## config.mk

```make
export PLATFORM = sky130hd
export DESIGN_NAME = wdt_prewarn
export DESIGN_NICKNAME = d
export VERILOG_FILES = /design/src/rtl/wdt_pkg.sv /design/src/rtl/wdt_prescaler.sv /design/src/rtl/wdt_counter.sv /design/src/rtl/wdt_escalate.sv /design/src/rtl/wdt_prewarn.sv
export SDC_FILE = /design/constraint.sdc
export NUM_CORES = 1
export LEC_CHECK = 0
export ABC_AREA = 1
export BUFFER_PORTS_ARGS = -buffer_cell sky130_fd_sc_hd__buf_2
export CAP_MARGIN = 10
export CORE_MARGIN = 1.5
export CORE_UTILIZATION = 45
export DETAILED_ROUTE_END_ITERATION = 10
export PLACE_DENSITY_LB_ADDON = 0.05
export SETUP_SLACK_MARGIN = 0.4
export SLEW_MARGIN = 20
export SYNTH_ARGS = -nofsm -noshare
export SYNTH_HDL_FRONTEND = slang
export SYNTH_SLANG_ARGS = --single-unit
```

## constraint.sdc

```tcl
create_clock -name clk -period 1.6 [get_ports clk]
set_input_delay 0.32 -clock clk [delete_from_list [all_inputs] [get_ports clk]]
set_output_delay 0.32 -clock clk [all_outputs]
set_load 0.02 [all_outputs]
```

## src/rtl/wdt_pkg.sv

```systemverilog
package wdt_pkg;
   typedef enum logic [1:0] {
      PH_RUN   = 2'd0,
      PH_WARN  = 2'd1,
      PH_RESET = 2'd2
   } wdt_phase_e;
endpackage

```

## src/rtl/wdt_prescaler.sv

```systemverilog
module wdt_prescaler #(
   parameter int unsigned DIV_LO = 256,
   parameter int unsigned DIV_HI = 16384
) (
   input  logic clk,
   input  logic por_n,
   input  logic sys_rst,
   input  logic slow_sel,
   output logic tick
);
   localparam int unsigned LO_W = $clog2(DIV_LO);
   localparam int unsigned HI_W = $clog2(DIV_HI);

   generate
      if (DIV_LO < 2 || (DIV_LO & (DIV_LO - 1)) != 0)
         $error("DIV_LO must be a power of two of at least 2");
      if (DIV_HI < DIV_LO || (DIV_HI & (DIV_HI - 1)) != 0)
         $error("DIV_HI must be a power of two not below DIV_LO");
   endgenerate

   logic [HI_W-1:0] pcnt;

   always_ff @(posedge clk or negedge por_n) begin
      if (!por_n)       pcnt <= '0;
      else if (sys_rst) pcnt <= '0;
      else              pcnt <= pcnt + 1'b1;
   end

   generate
      if (DIV_HI == DIV_LO) begin : g_single
         assign tick = &pcnt;
      end else begin : g_dual
         assign tick = slow_sel ? (&pcnt) : (&pcnt[LO_W-1:0]);
      end
   endgenerate
endmodule

```

## src/rtl/wdt_counter.sv

```systemverilog
module wdt_counter #(
   parameter int unsigned CNT_W = 16
) (
   input  logic             clk,
   input  logic             por_n,
   input  logic             clr,
   input  logic             load,
   input  logic [CNT_W-1:0] load_val,
   input  logic             inc,
   output logic             at_max
);
   logic [CNT_W-1:0] cnt;

   always_ff @(posedge clk or negedge por_n) begin
      if (!por_n)    cnt <= '0;
      else if (clr)  cnt <= '0;
      else if (load) cnt <= load_val;
      else if (inc)  cnt <= cnt + 1'b1;
   end

   assign at_max = &cnt;
endmodule

```

## src/rtl/wdt_escalate.sv

```systemverilog
module wdt_escalate
   import wdt_pkg::*;
(
   input  logic       clk,
   input  logic       por_n,
   input  logic       sys_rst,
   input  logic       tick,
   input  logic       at_max,
   input  logic       svc,
   input  logic       wd_dis,
   input  logic       acc_err,
   input  logic       proper_acc,
   output wdt_phase_e phase,
   output logic       go_warn,
   output logic       nmi,
   output logic       rst_req,
   output logic       hold_rst
);
   logic go_rst;
   logic armed;

   assign go_warn = (phase == PH_RUN) &&
                    (acc_err || (tick && at_max && !wd_dis && !svc));
   assign go_rst  = (phase == PH_WARN) && tick && at_max;

   always_ff @(posedge clk or negedge por_n) begin
      if (!por_n) begin
         phase <= PH_RUN;
         nmi   <= 1'b0;
      end else if (sys_rst) begin
         phase <= PH_RUN;
         nmi   <= 1'b0;
      end else begin
         nmi <= go_warn;
         if (go_warn)     phase <= PH_WARN;
         else if (go_rst) phase <= PH_RESET;
      end
   end

   always_ff @(posedge clk or negedge por_n) begin
      if (!por_n) begin
         armed    <= 1'b0;
         hold_rst <= 1'b0;
      end else if (go_rst && !sys_rst) begin
         if (armed) hold_rst <= 1'b1;
         armed <= 1'b1;
      end else if (proper_acc) begin
         armed <= 1'b0;
      end
   end

   assign rst_req = (phase == PH_RESET);
endmodule

```

## src/rtl/wdt_prewarn.sv

```systemverilog
module wdt_prewarn
   import wdt_pkg::*;
#(
   parameter int unsigned CNT_W    = 16,
   parameter int unsigned DIV_LO   = 256,
   parameter int unsigned DIV_HI   = 16384,
   parameter int unsigned WARN_GAP = 256
) (
   input  logic             clk,
   input  logic             por_n,
   input  logic             sys_rst,
   input  logic             svc,
   input  logic             wd_dis,
   input  logic             slow_sel,
   input  logic [CNT_W-1:0] reload_val,
   input  logic             acc_err,
   input  logic             proper_acc,
   output logic             nmi,
   output logic             rst_req,
   output logic             hold_rst
);
   localparam logic [CNT_W-1:0] WARN_RELOAD = CNT_W'((64'd1 << CNT_W) - 64'(WARN_GAP));

   generate
      if (CNT_W < 2 || CNT_W > 32)
         $error("CNT_W out of range");
      if (WARN_GAP < 1 || 64'(WARN_GAP) > (64'd1 << CNT_W))
         $error("WARN_GAP must fit in the counter");
   endgenerate

   wdt_phase_e       phase;
   logic             tick, at_max, go_warn;
   logic             counting, load, inc;
   logic [CNT_W-1:0] load_val;

   wdt_prescaler #(.DIV_LO(DIV_LO), .DIV_HI(DIV_HI)) u_pre (
      .clk(clk), .por_n(por_n), .sys_rst(sys_rst),
      .slow_sel(slow_sel), .tick(tick)
   );

   assign counting = ((phase == PH_RUN) && !wd_dis) || (phase == PH_WARN);
   assign load     = go_warn || ((phase == PH_RUN) && svc);
   assign load_val = go_warn ? WARN_RELOAD : reload_val;
   assign inc      = counting && tick;

   wdt_counter #(.CNT_W(CNT_W)) u_cnt (
      .clk(clk), .por_n(por_n), .clr(sys_rst), .load(load),
      .load_val(load_val), .inc(inc), .at_max(at_max)
   );

   wdt_escalate u_esc (
      .clk(clk), .por_n(por_n), .sys_rst(sys_rst), .tick(tick),
      .at_max(at_max), .svc(svc), .wd_dis(wd_dis), .acc_err(acc_err),
      .proper_acc(proper_acc), .phase(phase), .go_warn(go_warn),
      .nmi(nmi), .rst_req(rst_req), .hold_rst(hold_rst)
   );
endmodule

```

==> summary.txt <==
Status
  • Outcome: finished, violations left
  • Failing checks: negative setup slack

Setup path
  • Reg2reg setup slack: -90 ps
  • Worst R2R End: u_cnt.cnt[12]
  • Crit path max fanout: 8
  • Crit-path cells: ha_2, nand2_2, nor2_4, nand3_2, nor2_4, nand3_2, nand2_4, nand2_8, a21oi_4, nand2_1, o21ai_1
  • Critical Path Source Type: flop
  • Critical path class: flop to flop
  • R2r startpoint: u_cnt.cnt[1]
  • WP buf/inv: 0
  • CP peak stage delay: 370 ps
  • Family with the most delay on the worst path: simple AND/OR/NAND/NOR gates
  • Critical path's slowest cell: dfrtp_1
  • CP Data Required Time: 1820 ps
  • R2R depth: 11
  • CP endpoint kind: flop
  • CP arrival: 1910 ps

Yosys
  • Syn_nets: 302
  • Post-synthesis register bit count: 35
  • EDFF count, synth: 0
  • Commonest cells in the netlist: 74 x nand2_1, 35 x dfrtp_1, 32 x nor2_1
  • Ys async rst share: 1.00
  • Ranking of synthesized cells by area: dfrtp_1 42%, nand2_1 13%, nor2_1 5.7%
  • Post-synth top area cell: dfrtp_1
  • Cell area after synthesis: 0.00209 sq mm
  • Ys Warns: 0
  • Synth unique cells: 32
  • Predominant post-synthesis flop cell: dfrtp_1
  • Count leader, synth: nand2_1
  • Register area share after synthesis: 0.419
  • Post-Syn Instances: 276
  • Synth Area per Inst: 7.58 sq um
  • Top cell type's share of synthesized area: 0.419

Floorplanning
  • Die Span Y: 71.2 um
  • FP Rows: 24
  • Initial Util: 0.474
  • Die ar.: 0.00506 sq mm
  • Width of the die: 71.2 um
  • I/O Pins: 27
  • CORE AREA: 0.00441 sq mm

Global routing
  • First-pass GRT wire length: 9120 um
  • Initial antenna violation count: 0
  • GRT busiest layer: met2
  • Largest net degree at the start of global routing: 22
  • Total congestion overflow: 0
  • M3 GR Usage: 0.0499
  • Met1 Track Usage GR: 0.293
  • Met2 usage: 0.392
  • Vias in the first global route: 2,040
  • GRT Util Overall: 0.228

Timing
  • FMAX: 590 MHz
  • Clock skew: 11.7 ps
  • Worst Max-Slew Pin Slew: 415 ps
  • Period utilisation layout: 1.06
  • Worst setup margin: -94.5 ps
  • Setup violations, final: 19
  • Rel. slew slack: 0.723
  • Fin. max-slew vios: 0
  • Minimum clock period: 1690 ps
  • Final hold vios: 0
  • RSZ-0062 raised after global routing: yes
  • TNS Setup: -912 ps

Detailed routing
  • Detailed-route wire length: 5380 um
  • DR iter-0 viols: 96
  • Pre-antenna DRT Iters: 4
  • Routed len/inst: 13.2 um
  • Vias: 2,072
  • Antenna-violating nets left: 0
  • Drc violations: 0
  • Vias/cell: 5.09

Placed design
  • GPL Wtd Cong: 0.798
  • Placed cell count: 386
  • Number of I/O port buffers: 26
  • Pre-CTS setup slack: -131 ps
  • Final HPWL DP: 3570 um

Finish
  • Number of fill cells: 402
  • Layout cells sized above 1: 0.397
  • Finished Layout Cells: 407
  • Layout Nets: 382
  • Layout area overhead: 40.9%
  • Final core occ: 0.667
  • Ant. Diodes: 0

Job
  • Number of max-cap violations: 0

Min path
  • Worst Hold Endpoint: u_esc.armed
  • Hold Crit Class: primary input to flop
  • Hold Crit Depth: 2
  • Hold path startpoint: proper_acc

CTS
  • H-tree levels: 2
  • Cts bufs inserted: 5
  • CTS tree: yes
  • Clk slew on worst S/H paths: 70 ps
  • Root Buffer: clkbuf_8
  • Worst-skew pair later-pin latency: 290 ps
  • Bufs on Longest Clock Path: 2
  • Clock Sinks: 35

Power and ir drop
  • Maximum vdd drop: 0.000530 V
  • PD cells: 676 mW/mm^2
  • Leakage dissipation: 0.00138 uW
-- kinds of logic (layout without fill, tap and decap cells) --
kind of cell    count (synthesis)  in the layout  share of synthesized area
simple gates                  149            149                      0.330
buf+inv                        35            113                     0.0670
flops                          35             35                      0.419
compound gates                 47             48                      0.139
xor+xnor                        8              8                     0.0335
fa+ha+maj                       2              2                     0.0120
-- cell type report --
cell class | count | area, sq um | share of cell area
inverters | 30 | 118 | 0.0399
flip-flops and latches | 35 | 878 | 0.298
repair buffers | 77 | 577 | 0.196
multi-input cells | 207 | 1230 | 0.419
well taps | 52 | 65.1 | 0.0221
clock buffers | 6 | 72.6 | 0.0246
-- metrics by stage --
step	hold WS, ps	power [uW]	area [sq um]
2_1_floorplan	24.4	1180	2100
6_report	211	1990	2950
5_1_grt	219	2090	2950
3_5_place_dp	285	1350	2570
4_1_cts	201	1990	2850
3_3_place_gp	279	1350	2570
-- power by group --
part / switching (uW) / internal [uW] / total, uW
logic: 243 / 187 / 431
clock network: 306 / 290 / 596
registers: 34.8 / 929 / 964
total: 584 / 1410 / 1990
-- cells in the final DEF, fill, tap and decap left out, types with 7 or more instances in the layout --
master	synthesis	final
dfrtp_1	35	33
inv_1	29	25
o21ai_0	13	7
nor2_4	3	7
nand3_1	16	13
nor2_2	3	9
o21ai_1	6	10
buf_6	1	9
buf_4	0	40
nor2_1	32	22
nand2_2	5	11
nand2_1	74	66
a21oi_1	14	10
buf_2	1	25
-- worst max-delay path by stage --
| stage | slack (ps) | start | end | depth (start not counted) |
|---|---|---|---|---|
| after global routing | -220 | u_cnt.cnt[1] | u_cnt.cnt[14] | 11 |
| final | -90 | u_cnt.cnt[1] | u_cnt.cnt[12] | 11 |
| after CTS | -80 | u_cnt.cnt[1] | u_cnt.cnt[12] | 11 |
| after floorplan | -50 | u_pre.pcnt[0] | u_cnt.cnt[6] | 13 |
| after global placement | -90 | u_pre.pcnt[1] | u_cnt.cnt[8] | 11 |
| after detailed placement | -130 | u_cnt.cnt[1] | u_cnt.cnt[12] | 11 |
-- per-layer routing --
metal / part of all wire / vias to the layer above / wire length, um
met2: 0.49 / 43 / 2640
met1: 0.45 / 973 / 2420
li1: - / 1048 / -
met4: 0.014 / 0 / 75
met5: 0 / - / 0
met3: 0.045 / 8 / 242
-- sequential cells by signal, indices dropped and copies added, names as in the netlist --
signal,count
u_esc.phase,2
u_esc.hold_rst,1
u_pre.pcnt,14
u_esc.armed,1
u_esc.nmi,1
u_cnt.cnt,16
-- timing repair --
action	in CTS	in global routing
gates resized for setup	37	23
pin swaps	16	13
gates cloned	1	0
hold endpoints to repair	15	0
hold buffers	1	0
endpoints found under the setup margin	29	31
buffers inserted	10	3
(Power assumes the default switching activity.)
